File: config.mk
export PLATFORM = sky130hd
export DESIGN_NAME = adc_host_ctrl
export DESIGN_NICKNAME = d
export VERILOG_FILES = /design/src/rtl/adc_host_pkg.sv /design/src/rtl/adc_host_cnt.sv /design/src/rtl/adc_host_capture.sv /design/src/rtl/adc_host_ctrl.sv
export SDC_FILE = /design/constraint.sdc
export NUM_CORES = 1
export LEC_CHECK = 0
export ABC_AREA = 1
export BUFFER_PORTS_ARGS = -buffer_cell sky130_fd_sc_hd__buf_4
export CORE_MARGIN = 4
export CORE_UTILIZATION = 25
export DETAILED_ROUTE_END_ITERATION = 8
export GPL_TIMING_DRIVEN = 0
export PLACE_DENSITY_LB_ADDON = 0.05
export SYNTH_ARGS = -nofsm -noshare
export SYNTH_HDL_FRONTEND = slang
export SYNTH_HIERARCHICAL = 1
export SYNTH_SLANG_ARGS = --single-unit
File: constraint.sdc
create_clock -name clk -period 6.62 [get_ports clk]
set_clock_uncertainty 0.2 [all_clocks]
set_input_delay 0.662 -clock clk [delete_from_list [all_inputs] [get_ports clk]]
set_output_delay 0.662 -clock clk [all_outputs]
set_load 0.03 [all_outputs]
File: src/rtl/adc_host_pkg.sv
package adc_host_pkg;

  typedef enum logic [1:0] {
    OP_NONE   = 2'd0,
    OP_CONFIG = 2'd1,
    OP_START  = 2'd2,
    OP_STOP   = 2'd3
  } host_op_e;

  typedef enum logic [2:0] {
    ST_IDLE,
    ST_WSETUP,
    ST_WSTROBE,
    ST_WHOLD,
    ST_WGAP,
    ST_RSETUP,
    ST_RLOW,
    ST_RHIGH
  } host_st_e;

  // A strobe phase lasting 1 + ws cycles ends when the phase count reaches ws.
  function automatic logic strobe_done(input logic [31:0] cnt, input logic [31:0] ws);
    return cnt >= ws;
  endfunction

  // The result may be taken once the minimum low time is met and the interrupt is low.
  function automatic logic read_ready(input logic [31:0] cnt, input logic [31:0] ws,
                                      input logic int_n);
    return (cnt >= ws) && !int_n;
  endfunction

  function automatic logic wait_expired(input logic [31:0] cnt, input logic [31:0] lim);
    return cnt >= lim;
  endfunction

endpackage

File: src/rtl/adc_host_cnt.sv
module adc_host_cnt #(
  parameter int W = 16
) (
  input  logic         clk,
  input  logic         rst_n,
  input  logic         clr,
  output logic [W-1:0] q
);
  // Saturating count of cycles since the last clear.
  always_ff @(posedge clk or negedge rst_n) begin
    if (!rst_n)        q <= '0;
    else if (clr)      q <= '0;
    else if (q != '1)  q <= q + 1'b1;
  end
endmodule

File: src/rtl/adc_host_capture.sv
module adc_host_capture #(
  parameter int W = 10
) (
  input  logic         clk,
  input  logic         rst_n,
  input  logic         take,
  input  logic [W-1:0] bus_in,
  output logic [W-1:0] data,
  output logic         valid
);
  always_ff @(posedge clk or negedge rst_n) begin
    if (!rst_n) begin
      data  <= '0;
      valid <= 1'b0;
    end else begin
      valid <= take;
      if (take) data <= bus_in;
    end
  end

  assert_valid_pulse_R5: assert property (@(posedge clk) disable iff (!rst_n)
    valid |=> !valid);
endmodule

File: src/rtl/adc_host_ctrl.sv
module adc_host_ctrl
  import adc_host_pkg::*;
#(
  parameter int DATA_W      = 10,
  parameter int WAIT_STATES = 1,
  parameter int TMO_W       = 16
) (
  input  logic              clk,
  input  logic              rst_n,
  input  logic              cmd_valid,
  input  logic [1:0]        cmd_op,
  input  logic [DATA_W-1:0] cfg_word0,
  input  logic [DATA_W-1:0] cfg_word1,
  input  logic [TMO_W-1:0]  timeout_lim,
  output logic              adc_cs_n,
  output logic              adc_wr_n,
  output logic              adc_rd_n,
  input  logic              adc_int_n,
  output logic [DATA_W-1:0] adc_bus_out,
  output logic              adc_bus_oe,
  input  logic [DATA_W-1:0] adc_bus_in,
  output logic [DATA_W-1:0] res_data,
  output logic              res_valid,
  output logic              busy,
  output logic              timeout_err
);
  localparam int SW = $clog2(WAIT_STATES + 2);
  localparam int CW = (TMO_W > SW) ? TMO_W : SW;
  localparam logic [31:0] WS32 = 32'(WAIT_STATES);

  host_st_e          st, st_n;
  host_op_e          op;
  logic [CW-1:0]     cnt;
  logic [DATA_W-1:0] cfg0_q, cfg1_q;
  logic              sel_q, stop_pend;

  // Named internal events
  logic cmd_cfg, cmd_start, cmd_stop;
  logic capture_evt, timeout_evt, cycle_end, stream_on;

  assign op        = host_op_e'(cmd_op);
  assign cmd_cfg   = cmd_valid && (op == OP_CONFIG) && (st == ST_IDLE);
  assign cmd_start = cmd_valid && (op == OP_START)  && (st == ST_IDLE);
  assign cmd_stop  = cmd_valid && (op == OP_STOP);
  assign stream_on = st inside {ST_RSETUP, ST_RLOW, ST_RHIGH};

  assign capture_evt = (st == ST_RLOW) && read_ready(32'(cnt), WS32, adc_int_n);
  assign timeout_evt = (st == ST_RLOW) && !capture_evt &&
                       wait_expired(32'(cnt), 32'(timeout_lim));
  assign cycle_end   = (st == ST_RHIGH) && strobe_done(32'(cnt), WS32);

  always_comb begin
    st_n = st;
    unique case (st)
      ST_IDLE:    if (cmd_cfg) st_n = ST_WSETUP;
                  else if (cmd_start) st_n = ST_RSETUP;
      ST_WSETUP:  st_n = ST_WSTROBE;
      ST_WSTROBE: if (strobe_done(32'(cnt), WS32)) st_n = ST_WHOLD;
      ST_WHOLD:   st_n = ST_WGAP;
      ST_WGAP:    st_n = sel_q ? ST_IDLE : ST_WSETUP;
      ST_RSETUP:  st_n = ST_RLOW;
      ST_RLOW:    if (capture_evt) st_n = ST_RHIGH;
                  else if (timeout_evt) st_n = ST_IDLE;
      ST_RHIGH:   if (cycle_end) st_n = (stop_pend || cmd_stop) ? ST_IDLE : ST_RLOW;
      default:    st_n = ST_IDLE;
    endcase
  end

  always_ff @(posedge clk or negedge rst_n) begin
    if (!rst_n) begin
      st          <= ST_IDLE;
      cfg0_q      <= '0;
      cfg1_q      <= '0;
      sel_q       <= 1'b0;
      stop_pend   <= 1'b0;
      timeout_err <= 1'b0;
    end else begin
      st <= st_n;
      if (cmd_cfg) begin
        cfg0_q <= cfg_word0;
        cfg1_q <= cfg_word1;
        sel_q  <= 1'b0;
      end else if (st == ST_WGAP) begin
        sel_q <= 1'b1;
      end
      if (st_n == ST_IDLE)           stop_pend <= 1'b0;
      else if (cmd_stop && stream_on) stop_pend <= 1'b1;
      if (cmd_start)        timeout_err <= 1'b0;
      else if (timeout_evt) timeout_err <= 1'b1;
    end
  end

  adc_host_cnt #(.W(CW)) u_phase_cnt (
    .clk   (clk),
    .rst_n (rst_n),
    .clr   (st_n != st),
    .q     (cnt)
  );

  adc_host_capture #(.W(DATA_W)) u_capture (
    .clk    (clk),
    .rst_n  (rst_n),
    .take   (capture_evt),
    .bus_in (adc_bus_in),
    .data   (res_data),
    .valid  (res_valid)
  );

  assign busy        = (st != ST_IDLE);
  assign adc_cs_n    = !(st inside {ST_WSETUP, ST_WSTROBE, ST_WHOLD, ST_RSETUP, ST_RLOW, ST_RHIGH});
  assign adc_wr_n    = (st != ST_WSTROBE);
  assign adc_rd_n    = (st != ST_RLOW);
  assign adc_bus_oe  = st inside {ST_WSETUP, ST_WSTROBE, ST_WHOLD};
  assign adc_bus_out = sel_q ? cfg1_q : cfg0_q;

  // Assertions next to the bus logic
  int wr_low_len;
  always_ff @(posedge clk or negedge rst_n) begin
    if (!rst_n)         wr_low_len <= 0;
    else if (!adc_wr_n) wr_low_len <= wr_low_len + 1;
    else                wr_low_len <= 0;
  end

  assert_wr_pulse_len_R2: assert property (@(posedge clk) disable iff (!rst_n)
    $rose(adc_wr_n) |-> (wr_low_len == WAIT_STATES + 1));

  assert_wr_release_cs_R2: assert property (@(posedge clk) disable iff (!rst_n)
    $rose(adc_wr_n) |-> (!adc_cs_n && adc_bus_oe));

  assert_rd_under_cs_R3: assert property (@(posedge clk) disable iff (!rst_n)
    $fell(adc_rd_n) |-> ($past(!adc_cs_n) && !adc_cs_n));

  assert_capture_handshake_R4: assert property (@(posedge clk) disable iff (!rst_n)
    res_valid |-> ($past(!adc_int_n) && $past(!adc_rd_n) && adc_rd_n));

  assert_timeout_abort_R8: assert property (@(posedge clk) disable iff (!rst_n)
    $rose(timeout_err) |-> (adc_rd_n && adc_cs_n && $past(adc_int_n)));
endmodule

# Word-level counts from Yosys, hierarchy flattened

Index checks and enable logic that the tools add are counted.

Order comparisons: 2
Add/sub/neg operators: 1
Eq/ne operators: 14
Reduce and logical (&&, ||, !) cells: 25
Mux-type cells: 18

Operator list:

| cell                                                  | number |
|---|---|
| two-way mux 16 bit                                    | 2 |
| one-hot mux 3 bit (8 select lines)                    | 1 |
| two-way mux 3 bit                                     | 7 |
| adder 16 x 1 -> 16 bit (second input constant)        | 1 |
| >= comparator 16 x 1 -> 1 bit (second input constant) | 1 |
| >= comparator 16 bit                                  | 1 |
| != test 16 bit (second input constant)                | 1 |
| equality test 3 bit (second input constant)           | 4 |
| logical AND 1 bit                                     | 11 |
| two-way mux 10 bit                                    | 1 |
| nonzero test 3 bit                                    | 3 |
| nonzero test 2 bit                                    | 4 |
| two-way mux 1 bit                                     | 7 |
| equality test 3 x 2 -> 1 bit (second input constant)  | 2 |
| logical NOT 3 bit                                     | 2 |
| nonzero test 6 bit                                    | 1 |
| equality test 2 bit (second input constant)           | 2 |
| equality test 3 x 1 -> 1 bit (second input constant)  | 1 |
| logical NOT 1 bit                                     | 3 |
| != test 3 x 2 -> 1 bit (second input constant)        | 1 |
| != test 3 bit                                         | 1 |
| != test 3 bit (second input constant)                 | 1 |
| equality test 2 x 1 -> 1 bit (second input constant)  | 1 |
| logical OR 1 bit                                      | 1 |

Word-level logic and storage cells: 69
Input bits: 52
Register bits after elaboration: 53
Output and inout port bits: 27

# Logic depth before layout (Yosys ltp)

Word-level depth: 11
Depth in mapped cells: 21

# Modules after synthesis

The synthesis kept the hierarchy.

Modules (own cells, without submodules):

| module           | times used | sequential area each (µm²) | cells an instance | area an instance (µm²) |
|---|---|---|---|---|
| adc_host_ctrl    | 1          | 650.6                      | 277               | 1,850.5 |
| adc_host_cnt     | 1          | 400.4                      | 133               | 991.0 |
| adc_host_capture | 1          | 275.3                      | 43                | 402.9 |

# Least setup slack after synthesis

OpenSTA, ideal clock, no wires.

Kind: in2reg
Start point: input timeout_lim[7]
End point: register u_phase_cnt.q[11]
Path slack: 4,028 ps
Data required time: 6,355 ps
Arrival time: 2,327 ps
Stages: 20
Cells stage by stage: inv_1 -> ha_1 -> nand2_1 -> inv_1 -> nand2_1 -> nand2_1 -> nor2_1 -> nand2_1 -> nand2_1 -> nand2_1 -> nand2_1 -> nand2_2 -> nand2_1 -> nor2_2 -> nand2_1 -> nand2_1 -> inv_2 -> buf_1 -> nand3_1 -> nand2_1

Word-level cells in the longest chain between the ends: 7
Elaborated cells on any way between the ends: 8

RTL lines:

| element                                                  | line                | text |
|---|---|---|
| from (decl)                                              | adc_host_ctrl.sv:14 | `input logic [TMO_W-1:0] timeout_lim,` |
| >= comparator 16 bit (*)                                 | adc_host_pkg.sv:33  | `return cnt >= lim;` |
| logical AND 1 bit (*)                                    | adc_host_ctrl.sv:48 | `assign timeout_evt = (st == ST_RLOW) && !capture_evt &&` |
| two-way mux 3 bit (*)                                    | adc_host_ctrl.sv:63 | `else if (timeout_evt) st_n = ST_IDLE;` |
| two-way mux 3 bit (*)                                    | adc_host_ctrl.sv:62 | `ST_RLOW: if (capture_evt) st_n = ST_RHIGH;` |
| one-hot mux 3 bit (8 select lines) (*)                   | adc_host_ctrl.sv:54 | `unique case (st)` |
| != test 3 bit (*)                                        | adc_host_ctrl.sv:96 | `.clr (st_n != st),` |
| two-way mux 16 bit or nonzero test 2 bit (tied branches) | -                   |  |
| to (signal assigned)                                     | adc_host_cnt.sv:13  | `else if (q != '1) q <= q + 1'b1;` |
| to (decl)                                                | adc_host_cnt.sv:7   | `output logic [W-1:0] q` |

Every way passes the cells marked *; elsewhere a longest branch is shown, timed or not.
A chain may end at the register's enable or synchronous reset.

# Worst setup path in the final report

Start point: register u_phase_cnt.q[7]
End point: register u_phase_cnt.q[7]

Word-level cells in the longest chain between the ends: 11
Elaborated cells on any way between the ends: 19

RTL lines:

| element                                                  | line                                   | text |
|---|---|---|
| >= comparator 16 x 1 -> 1 bit                            | adc_host_pkg.sv:23, adc_host_pkg.sv:29 |  |
| logical AND 1 bit                                        | adc_host_pkg.sv:29                     | `return (cnt >= ws) && !int_n;` |
| logical AND 1 bit                                        | adc_host_ctrl.sv:47                    | `assign capture_evt = (st == ST_RLOW) && read_ready(32'(cnt), WS32, adc_int_n);` |
| logical NOT 1 bit                                        | adc_host_ctrl.sv:48                    |  |
| logical AND 1 bit (2 in a row)                           | adc_host_ctrl.sv:48                    |  |
| two-way mux 3 bit                                        | adc_host_ctrl.sv:63                    |  |
| two-way mux 3 bit                                        | adc_host_ctrl.sv:62                    |  |
| one-hot mux 3 bit (8 select lines)                       | adc_host_ctrl.sv:54                    |  |
| != test 3 bit                                            | adc_host_ctrl.sv:96                    |  |
| two-way mux 16 bit or nonzero test 2 bit (tied branches) | -                                      |  |

Several ways; a longest one is shown, not always the timed one. The select of a mux whose other input is x is not followed.

==> impl_metrics.tcl <==
set metrics [dict create \
    syn_nets 522 \
    p_per_area_nw_per_um2 357 \
    h-tree-depth 2 \
    synth_top_area_share 0.409 \
    ys_ff_latch 53 \
    synth_edf_count 0 \
    cp_max_fo 10 \
    synth_area_per_cell_sq_um 7.16 \
    setup_violations 0 \
    area_delta_synth_final_pct 29.1 \
    numClockSinks 53 \
    wl_per_cell_microns 12.3 \
    clk-insertion-delay-late_ns 0.29 \
    r2r_slack_ns 3.68 \
    row_count 41 \
    start_util 0.256 \
    cts_setup_buffers 0 \
    cp-start-kind "register" \
    clock-root-buffer "clkbuf_16" \
    yosysSeqAreaShare 0.409 \
    syn_area_sq_um 3240 \
    die_h_microns 122 \
    first_global_vias 2908 \
    register_area_sq_um 1330 \
    regToRegEndpoint "u_phase_cnt/q[7]$_DFFE_PN0P_" \
    reg2regPathDepth 17 \
    maxSlewViolCount 0 \
    syn_inst 453 \
    nNetsFinal 607 \
    critical_path_class "reg -> reg" \
    postCtsResizedCells 0 \
    place_area_sq_um 4050 \
    holdWs_ns 0.218 \
    worstMarginPinSlew_ns 0.724 \
    fmax_mhz 340 \
    ant_nets 0 \
    yosysWarnings 6 \
    multi_input_area_sq_um 1630 \
    dpl.hpwl_microns 6490 \
    arrival_ns 2.97 \
    viasPerCell 4.20 \
    grt.total_usage 0.121 \
    die_w_microns 122 \
    first_pass_iters 4 \
    grt_pass1_wl_microns 14400 \
    grt_overflow 0 \
    drt_iter0_markers 180 \
    port_buffers 78 \
    async_flop_share 1.00 \
    reg2reg_from "u_phase_cnt/q[7]$_DFFE_PN0P_" \
    core_region_area_sq_um 12700 \
    drive_gt1_frac 0.226 \
    rsz0062_at_grt "no" \
    cts_made_buffers 5 \
    routed_wl_microns 8730 \
    hold_viol 0 \
    ys_types 32 \
    ir_drop_mv 0.141 \
    clkSlewWorstSetupHoldPaths_ns 0.07 \
    status "completed" \
    vias 2983 \
    io_pins 79 \
    maxCapViolations 0 \
    cts.path.max_buffers 2 \
    period_needed_ns 2.94 \
    synthFlopType "dfrtp_1" \
    yosys.area.top_type "dfrtp_1" \
    hp-class "in -> async" \
    fin_crit_sh 0.444 \
    die_area_sq_um 14900 \
    design_area_sq_um 4190 \
    p_leak_nw 2.39 \
    crit_required_ns 6.66 \
    gp_congestion 0.788 \
    synth_area_leaders "dfrtp_1 (41%), nand2_1 (23%), ha_1 (6.6%), inv_1 (5.4%), nor2_1 (4.2%)" \
    n_fill_cell 1415 \
    power.total_mw 1.50 \
    critPathCaptureType "register" \
    holdBufCountCts 0 \
    slew_headroom 0.517 \
    fin_setup_tns_ns 0 \
    final_util 0.331 \
    grt_max_degree 54 \
    diodes 0 \
    cts_tree "done" \
    antenna_found_initial 0 \
    drc 0 \
]
## critical path: stages, from the launching register on
cell and delay (ns):
dfrtp_1 0.53, ha_1 0.31, a21oi_1 0.15, nand2_1 0.07, nor2_1 0.10, nand2_1 0.09
nand2_1 0.07, nand2_1 0.05, nand2_1 0.11, nand2_2 0.10, nand2_1 0.09, nor2_2 0.04
nand2_1 0.07, nand2_1 0.07, inv_2 0.15, buf_1 0.44, nand3_1 0.15, nand2_1 0.08
## logic make-up after synthesis
logic type      after synthesis  synth area share
simple gates                300             0.404
buf+inv                      64            0.0883
flops                        53             0.409
compound gates               18            0.0305
fa+ha+maj                    17            0.0656
xor+xnor                      1           0.00270
## metrics by stage
step	setup slack [ns]	cells
after floorplan	4.03	453
after global routing	3.30	711
after global placement	3.39	703
after detailed placement	3.38	703
after CTS	3.61	711
final	3.68	711
## routing by layer
layer  up-vias  share of wire  GRT usage
li1       1567              -          -
met1      1341           0.50      0.176
met2        67           0.44      0.183
met3         8          0.050     0.0227
met4         0          0.012     0.0357
met5         -              0          0
## registers in the layout, indices dropped and copies added (netlist names)
signal,cells
cfg0_q,10
cfg1_q,10
sel_q,1
st,3
stop_pend,1
timeout_err,1
u_capture/data,10
u_capture/valid,1
u_phase_cnt/q,16
## worst max path at each step
stage                                  start                       endpoint  slack (ns)  cells past startpoint
2_1_floorplan                 timeout_lim[7]  u_phase_cnt/q[11]$_DFFE_PN0P_        4.03                     20
3_3_place_gp                 timeout_lim[11]  u_phase_cnt/q[14]$_DFFE_PN0P_        3.39                     17
3_5_place_dp                 timeout_lim[11]   u_phase_cnt/q[7]$_DFFE_PN0P_        3.38                     17
4_1_cts         u_phase_cnt/q[7]$_DFFE_PN0P_   u_phase_cnt/q[7]$_DFFE_PN0P_        3.61                     17
5_1_grt        u_phase_cnt/q[11]$_DFFE_PN0P_   u_phase_cnt/q[9]$_DFFE_PN0P_        3.30                     14
6_report        u_phase_cnt/q[7]$_DFFE_PN0P_   u_phase_cnt/q[7]$_DFFE_PN0P_        3.68                     17
## synth_stat cells (all sizes together) (2+ instances only)
cell and count:
clkbuf 2, nand4 9, ha 17, a21oi 10, nand3b 2, dfrtp 53
nand3 28, buf 8, nor2 45, inv 53, or2 5, o21ai 6
nor3 5, nand2 205
## power breakdown
| group | internal, mW | switching (mW) | leakage, nW |
|---|---|---|---|
| clock | 0.141 | 0.123 | 0.0712 |
| sequential | 0.429 | 0.0689 | 0.694 |
| combinational | 0.255 | 0.479 | 1.63 |
## area by class of cell
cell class              count  area share
multi-input cells         336       0.390
flip-flops and latches     53       0.317
repair buffers             78       0.140
well taps                 172      0.0514
inverters                  54      0.0487
clock buffers               6      0.0308
plain buffers              10      0.0197
clock inverters             2     0.00329
## layout by cell type (no fill, tap or decap), types with 5 or more instances in the layout
cell type,count
inv_2,6
nand2_1,199
nor2_1,36
nand3_1,26
clkbuf_16,5
nand2_2,6
a21oi_1,9
inv_1,47
buf_4,80
nand4_1,7
buf_6,5
dfrtp_1,53
ha_1,17
nor2_4,5
(Power assumes the default switching activity.)
